**config.mk**
```make
export PLATFORM = sky130hd
export DESIGN_NAME = alu_flag_gen
export DESIGN_NICKNAME = d
export VERILOG_FILES = /design/src/rtl/alu_flag_pkg.sv /design/src/rtl/alu_flag_parity.sv /design/src/rtl/alu_flag_calc.sv /design/src/rtl/alu_flag_ctrl.sv /design/src/rtl/alu_flag_gen.sv
export SDC_FILE = /design/constraint.sdc
export NUM_CORES = 1
export LEC_CHECK = 0
export CAP_MARGIN = 10
export CORE_AREA = 5 5 64 54
export CTS_BUF_LIST = sky130_fd_sc_hd__clkbuf_4
export DETAILED_ROUTE_END_ITERATION = 16
export DIE_AREA = 0 0 69 59
export PLACE_DENSITY = 0.86
export RECOVER_POWER = 100
export REMOVE_ABC_BUFFERS = 1
export SLEW_MARGIN = 20
export SYNTH_ARGS = -nofsm -noshare
export SYNTH_HDL_FRONTEND = slang
export SYNTH_SLANG_ARGS = --single-unit
export TNS_END_PERCENT = 10
```
**constraint.sdc**
```tcl
create_clock -name clk -period 2 [get_ports clk]
set_clock_uncertainty 0.1 [all_clocks]
set_input_delay 0.3 -clock clk [delete_from_list [all_inputs] [get_ports clk]]
set_output_delay 0.3 -clock clk [all_outputs]
set_load 0.005 [all_outputs]
```
**src/rtl/alu_flag_pkg.sv**
```systemverilog
// Shared definitions for the ALU status flag generator.
// Assumes a 16-bit packed flag word with fixed positions for both widths.
package alu_flag_pkg;

    localparam int FLAG_W = 16;
    localparam int CTL_N  = 3;

    // Bit positions inside the packed flag word (decoded by neighbours).
    localparam int POS_CF = 0;
    localparam int POS_PF = 2;
    localparam int POS_AF = 4;
    localparam int POS_ZF = 6;
    localparam int POS_SF = 7;
    localparam int POS_TF = 8;
    localparam int POS_IF = 9;
    localparam int POS_DF = 10;
    localparam int POS_OF = 11;

    // Control strobe bit order.
    localparam int CTL_TRAP = 0;
    localparam int CTL_INTR = 1;
    localparam int CTL_DIR  = 2;

    typedef enum logic [2:0] {
        OPC_ADD   = 3'd0,
        OPC_ADC   = 3'd1,
        OPC_SUB   = 3'd2,
        OPC_SBB   = 3'd3,
        OPC_INC   = 3'd4,
        OPC_DEC   = 3'd5,
        OPC_LOGIC = 3'd6,
        OPC_LOGX  = 3'd7
    } flag_op_e;

    typedef struct packed {
        logic ovf;
        logic sgn;
        logic zro;
        logic aux;
        logic par;
        logic cry;
    } stat_flags_t;

endpackage

```
**src/rtl/alu_flag_parity.sv**
```systemverilog
// Even-parity detector over a parameterised slice.
// Assumes the caller passes only the bits that take part in parity.
module alu_flag_parity #(
    parameter int W = 8
) (
    input  logic [W-1:0] bits_i,
    output logic         even_o
);
    // Flag is 1 when the number of ones in the slice is even.
    always_comb begin
        even_o = ~(^bits_i);
    end
endmodule

```
**src/rtl/alu_flag_calc.sv**
```systemverilog
// Combinational status flag derivation from operands and result.
// Assumes result_i is what the external adder produced for op_i; carry,
// borrow and overflow are recovered from the sign bits and bit 4 alone.
module alu_flag_calc
    import alu_flag_pkg::*;
#(
    parameter int DATA_W = 16,
    parameter int BYTE_W = 8,
    parameter int NIB_W  = 4
) (
    input  logic [2:0]        op_i,
    input  logic              word_i,
    input  logic [DATA_W-1:0] op_a_i,
    input  logic [DATA_W-1:0] op_b_i,
    input  logic [DATA_W-1:0] result_i,
    output stat_flags_t       flags_o,
    output logic              keep_cry_o
);
    localparam int NVAR = 2;

    flag_op_e          opc;
    logic              is_sub;
    logic              is_step;
    logic              is_logic;
    logic [DATA_W-1:0] b_eff;
    logic [NVAR-1:0]   v_cry;
    logic [NVAR-1:0]   v_ovf;
    logic [NVAR-1:0]   v_zro;
    logic [NVAR-1:0]   v_sgn;
    logic              aux_raw;
    logic              par_raw;

    // Decode the operation class into the few properties the flags need.
    always_comb begin
        opc      = flag_op_e'(op_i);
        is_sub   = (opc == OPC_SUB) || (opc == OPC_SBB) || (opc == OPC_DEC);
        is_step  = (opc == OPC_INC) || (opc == OPC_DEC);
        is_logic = (opc == OPC_LOGIC) || (opc == OPC_LOGX);
        b_eff    = is_step ? DATA_W'(1) : op_b_i;
    end

    // One flag slice per supported width; index 0 is byte, 1 is word.
    for (genvar g = 0; g < NVAR; g++) begin : g_width
        localparam int W = (g == 0) ? BYTE_W : DATA_W;
        logic am, bm, rm;

        // Sign-bit carry, borrow, overflow plus zero and sign per width.
        always_comb begin
            am = op_a_i[W-1];
            bm = b_eff[W-1];
            rm = result_i[W-1];
            if (is_sub) begin
                v_cry[g] = (~am & bm) | ((~am | bm) & rm);
                v_ovf[g] = (am != bm) && (rm != am);
            end else begin
                v_cry[g] = (am & bm) | ((am | bm) & ~rm);
                v_ovf[g] = (am == bm) && (rm != am);
            end
            v_zro[g] = (result_i[W-1:0] == '0);
            v_sgn[g] = rm;
        end
    end

    // Carry into bit 4 is the same for sums and differences.
    always_comb begin
        aux_raw = op_a_i[NIB_W] ^ b_eff[NIB_W] ^ result_i[NIB_W];
    end

    alu_flag_parity #(.W(BYTE_W)) u_par (
        .bits_i (result_i[BYTE_W-1:0]),
        .even_o (par_raw)
    );

    // Select the width and mask the flags that logical classes clear.
    always_comb begin
        flags_o.cry = is_logic ? 1'b0 : v_cry[word_i];
        flags_o.ovf = is_logic ? 1'b0 : v_ovf[word_i];
        flags_o.aux = is_logic ? 1'b0 : aux_raw;
        flags_o.zro = v_zro[word_i];
        flags_o.sgn = v_sgn[word_i];
        flags_o.par = par_raw;
        keep_cry_o  = is_step;
    end
endmodule

```
**src/rtl/alu_flag_ctrl.sv**
```systemverilog
// Control flag register bank (trap, interrupt enable, direction).
// Assumes one set and one clear strobe per flag; clear has priority.
module alu_flag_ctrl #(
    parameter int N = 3
) (
    input  logic         clk,
    input  logic         rst_n,
    input  logic [N-1:0] set_i,
    input  logic [N-1:0] clr_i,
    output logic [N-1:0] ctl_o
);
    for (genvar k = 0; k < N; k++) begin : g_bit
        // Hold each control flag, clear first, then set.
        always_ff @(posedge clk) begin
            if (!rst_n)        ctl_o[k] <= 1'b0;
            else if (clr_i[k]) ctl_o[k] <= 1'b0;
            else if (set_i[k]) ctl_o[k] <= 1'b1;
        end
    end
endmodule

```
**src/rtl/alu_flag_gen.sv**
```systemverilog
// Top of the ALU status flag generator: computes status flags, stores them
// under an update strobe, and packs them with the control flags.
// Assumes the datapath delivers operands and result in the same cycle.
module alu_flag_gen
    import alu_flag_pkg::*;
#(
    parameter int DATA_W = 16,
    parameter int BYTE_W = 8,
    parameter int NIB_W  = 4
) (
    input  logic              clk,
    input  logic              rst_n,
    input  logic              upd_en_i,
    input  logic [2:0]        op_i,
    input  logic              word_i,
    input  logic [DATA_W-1:0] op_a_i,
    input  logic [DATA_W-1:0] op_b_i,
    input  logic [DATA_W-1:0] result_i,
    input  logic [CTL_N-1:0]  ctl_set_i,
    input  logic [CTL_N-1:0]  ctl_clr_i,
    output logic [FLAG_W-1:0] flags_o
);
    stat_flags_t      calc_flags;
    stat_flags_t      stat_q;
    logic             keep_cry;
    logic [CTL_N-1:0] ctl_q;

    alu_flag_calc #(
        .DATA_W (DATA_W),
        .BYTE_W (BYTE_W),
        .NIB_W  (NIB_W)
    ) u_calc (
        .op_i       (op_i),
        .word_i     (word_i),
        .op_a_i     (op_a_i),
        .op_b_i     (op_b_i),
        .result_i   (result_i),
        .flags_o    (calc_flags),
        .keep_cry_o (keep_cry)
    );

    alu_flag_ctrl #(.N(CTL_N)) u_ctrl (
        .clk   (clk),
        .rst_n (rst_n),
        .set_i (ctl_set_i),
        .clr_i (ctl_clr_i),
        .ctl_o (ctl_q)
    );

    // Status register: load on update, carry held for increment/decrement.
    always_ff @(posedge clk) begin
        if (!rst_n) begin
            stat_q <= '0;
        end else if (upd_en_i) begin
            stat_q     <= calc_flags;
            stat_q.cry <= keep_cry ? stat_q.cry : calc_flags.cry;
        end
    end

    // Pack status and control flags at their fixed positions.
    always_comb begin
        flags_o         = '0;
        flags_o[POS_CF] = stat_q.cry;
        flags_o[POS_PF] = stat_q.par;
        flags_o[POS_AF] = stat_q.aux;
        flags_o[POS_ZF] = stat_q.zro;
        flags_o[POS_SF] = stat_q.sgn;
        flags_o[POS_OF] = stat_q.ovf;
        flags_o[POS_TF] = ctl_q[CTL_TRAP];
        flags_o[POS_IF] = ctl_q[CTL_INTR];
        flags_o[POS_DF] = ctl_q[CTL_DIR];
    end
endmodule


```
==> Implementation_results.wiki <==
{| class="wikitable"
! Metric !! Value
|-
| Post-Route Hold Slack || roughly 380 ps
|-
| WL/cell || 13.1 um
|-
| Synth-to-Final Area Change || 72.9%
|-
| Clock group share of total power || 26.5%
|-
| Final Net Count || 229
|-
| Count of hold-fix buffers inserted at cts || 0
|-
| Number of max-cap violations || 0
|-
| Count of boundary I/O pins || between 70 and 80
|-
| Total power divided by cell area || 418 nW/um^2
|-
| Initial Util || between 20% and 30%
|-
| Run status || finished, final reports clean
|-
| Warning count from the yosys run || 0
|-
| Number of DRC markers in iteration 0 || 35
|-
| Clock tree sinks || 9
|-
| Overall fraction of global-route tracks in use || 12.4%
|-
| Worst setup slack before clock tree synthesis || -273 ps
|-
| Most used flip-flop cell after synthesis || sky130_fd_sc_hd__dfxtp_1
|-
| Register share of total power || roughly a third
|-
| Proportion of synthesized chip area in sequential cells || about 22%
|-
| Ratio of cells with drive above 1 in the final layout || 14.0%
|-
| Maximum buffer depth of the clock tree || 2
|-
| Crit path arrival time || approximately 2000 ps
|-
| Residual antenna-violating net count after detailed routing || 0
|-
| Post-layout min period || ~2000 ps
|-
| Highest clock rate || ~500 MHz
|-
| Switching Fraction || between 20 and 30%
|-
| Distinct cell type count of the synthesized netlist || 34
|-
| Number of flops mapped to enable cells by yosys || 0
|-
| DRT Pass-1 Iters || 4
|-
| Port Buffers || 43
|-
| Vias in the first global route || around 1000
|-
| Worst-path maximum fanout || 4
|-
| # diodes || 0
|-
| Insertion delay to the later sink of the worst-skew pair || between 200 and 300 ps
|-
| Final hold viol count || 0
|-
| Net switching power || roughly 170 uW
|-
| Clock-pin transition on the worst setup and hold timing paths || 60 ps
|-
| HPWL reported at the end of detailed placement || approximately 2.1 mm
|-
| Synthesized flop and latch total || 9
|-
| Cell area after synthesis || approximately 800 um^2
|-
| Total Die Area || 4070 um^2
|-
| Critical Path Sink Type || flop
|-
| Cell-internal power || ~420 uW
|-
| Detailed-route via count || ~910
|-
| Total routed wirelength || ~2.6 mm
|-
| Gate Count Post-Synth || approximately 100
|-
| Initial antenna violation count || 0
|-
| Height of the die || 59 um
|-
| Overall overflow remaining after global route || 0
|-
| Setup fix buffers added after clock tree synthesis || 0
|-
| Largest net degree at the start of global routing || 8
|-
| Final cycle utilization of the critical path || between 90% and 100%
|-
| Classification of the worst setup path || in -> reg
|-
| Width of the die || around 69 um
|-
| Required time of the critical path || between 2000 and 2500 ps
|-
| Wire length of the first global-routing pass || just over 4 mm
|-
| Post-synthesis area per instance || ~8 um^2
|-
| Cell at the root of the clock tree || sky130_fd_sc_hd__clkbuf_4
|-
| Final setup violating endpoints || 0
|-
| Post-cts repair resize count || 0
|-
| Worst vdd ir || around 0.00031 V
|-
| Max-slew violation count || 0
|-
| Setup TNS || 0 ps
|-
| Clock tree from TritonCTS || built
|-
| Combinational Power Share || about two fifths
|-
| Core ar. || 2720 um^2
|-
| DRC violations left || 0
|-
| Inserted Clock Buffers || 3
|-
| Class of the worst hold path || reg -> reg
|-
| Leak Pwr || about 0.00066 uW
|-
| Post-detailed-route via-to-cell ratio || 4.69
|-
| Share of flip-flops with an asynchronous set or reset || 0%
|-
| CTS H-Tree Depth || 1
|-
| Launching element type of the critical path || primary input
|-
| PnR worst setup slack || between 40 and 50 ps
|-
| Site row count || 17
|-
| Routability cong. || roughly 0.79
|}
-- registers in the layout, summed over array words and instances (netlist names) --
signal,count
flags_o,6
u_ctrl.ctl_o,3
-- layout make-up --
type	count	area, um^2
multi-input cells	76	584
clock buffers	4	30.0
flip-flops and latches	9	180
repair buffers	55	519
well taps	38	47.5
fillers	282	1310
inverters	13	48.8
-- cell usage after synthesis, types with 2 or more instances --
| cell type | n | area, um^2 |
|---|---|---|
| sky130_fd_sc_hd__a21oi_1 | 4 | 20.0 |
| sky130_fd_sc_hd__a311oi_2 | 2 | 30.0 |
| sky130_fd_sc_hd__a32oi_1 | 2 | 17.5 |
| sky130_fd_sc_hd__buf_2 | 2 | 10.0 |
| sky130_fd_sc_hd__buf_4 | 7 | 52.6 |
| sky130_fd_sc_hd__dfxtp_1 | 9 | 180 |
| sky130_fd_sc_hd__ha_1 | 10 | 125 |
| sky130_fd_sc_hd__inv_1 | 13 | 48.8 |
| sky130_fd_sc_hd__nand2_1 | 7 | 26.3 |
| sky130_fd_sc_hd__nor2_1 | 7 | 26.3 |
| sky130_fd_sc_hd__nor2b_1 | 6 | 37.5 |
| sky130_fd_sc_hd__nor3b_1 | 4 | 30.0 |
| sky130_fd_sc_hd__nor4_1 | 2 | 12.5 |
| sky130_fd_sc_hd__o21a_1 | 2 | 15.0 |
| sky130_fd_sc_hd__o21ai_0 | 2 | 10.0 |
| sky130_fd_sc_hd__xnor2_1 | 3 | 26.3 |
| sky130_fd_sc_hd__xor2_1 | 3 | 26.3 |
-- cells in the final DEF (no fill, tap or decap), types with 2 or more instances in the layout --
cell type / n
sky130_fd_sc_hd__ha_1: 8
sky130_fd_sc_hd__buf_4: 11
sky130_fd_sc_hd__inv_1: 13
sky130_fd_sc_hd__clkdlybuf4s50_1: 30
sky130_fd_sc_hd__a311oi_2: 2
sky130_fd_sc_hd__nand2_1: 5
sky130_fd_sc_hd__nand2_4: 2
sky130_fd_sc_hd__conb_1: 7
sky130_fd_sc_hd__o21ai_0: 2
sky130_fd_sc_hd__nor2_1: 7
sky130_fd_sc_hd__xnor2_1: 3
sky130_fd_sc_hd__dlygate4sd3_1: 12
sky130_fd_sc_hd__nor2b_1: 6
sky130_fd_sc_hd__o21a_1: 2
sky130_fd_sc_hd__nor3b_1: 4
sky130_fd_sc_hd__xor2_1: 3
sky130_fd_sc_hd__nor4_1: 2
sky130_fd_sc_hd__clkbuf_4: 4
sky130_fd_sc_hd__a32oi_1: 2
sky130_fd_sc_hd__ha_4: 2
sky130_fd_sc_hd__dfxtp_1: 9
sky130_fd_sc_hd__a21oi_1: 4
-- power groups by stage --
stage	Clock [uW]	Combinational [uW]	Sequential [uW]
after global placement	0	220	201
final	156	237	197
after floorplan	0	86.6	202
after CTS	162	232	197
after global routing	179	261	198
after detailed placement	0	231	201
-- logic make-up (layout without fill, tap and decap cells) --
family / after synthesis / after routing / synth area share (%)
AO/OA/AOI/OAI: 19 / 19 / 18.6
XOR/XNOR: 6 / 6 / 6.44
adder cells (fa/ha/maj): 10 / 10 / 15.3
buffers and inverters: 23 / 72 / 14.1
flip-flops: 9 / 9 / 22.1
multiplexers: 1 / 1 / 1.23
other: 1 / 7 / 0.460
AND/OR/NAND/NOR: 33 / 33 / 21.8
-- layer usage --
| metal | up-vias | share of wire [%] | track usage, % |
|---|---|---|---|
| met5 | - | 0 | 0 |
| met4 | 0 | 1.1 | 5.85 |
| met3 | 4 | 7.4 | 4.58 |
| met2 | 35 | 54 | 24.6 |
| met1 | 430 | 38 | 11.5 |
| li1 | 445 | - | - |
-- per-stage QoR --
stage | area (um^2) | utilization, % | total power [uW] | std cells
after global placement | 1340 | 49.2 | 421 | 191
after floorplan | 772 | - | 289 | 98
after CTS | 1370 | 50.3 | 592 | 195
after detailed placement | 1340 | 49.2 | 432 | 191
after global routing | 1410 | 51.8 | 638 | 195
final | 1410 | 51.8 | 589 | 195
-- critical path, cell delays in order --
cell and delay (ps):
sky130_fd_sc_hd__clkdlybuf4s50_1 510, sky130_fd_sc_hd__nand2b_2 140, sky130_fd_sc_hd__nand2_4 120, sky130_fd_sc_hd__ha_4 200
sky130_fd_sc_hd__and2b_1 160, sky130_fd_sc_hd__a32oi_1 200, sky130_fd_sc_hd__nor3_1 70, sky130_fd_sc_hd__or3_1 300
-- final timing paths --
kind | slack [ps] | to | cells after the start | startpoint
hold / removal | 380 | flags_o[7] | 1 | flags_o[7]
setup / recovery | 40 | flags_o[11] | 8 | op_i[2]
hold reg to reg | 380 | flags_o[7] | 1 | flags_o[7]
setup reg to reg | 1040 | flags_o[11] | 3 | flags_o[11]
No activity file was read; power rests on OpenSTA's default activity.
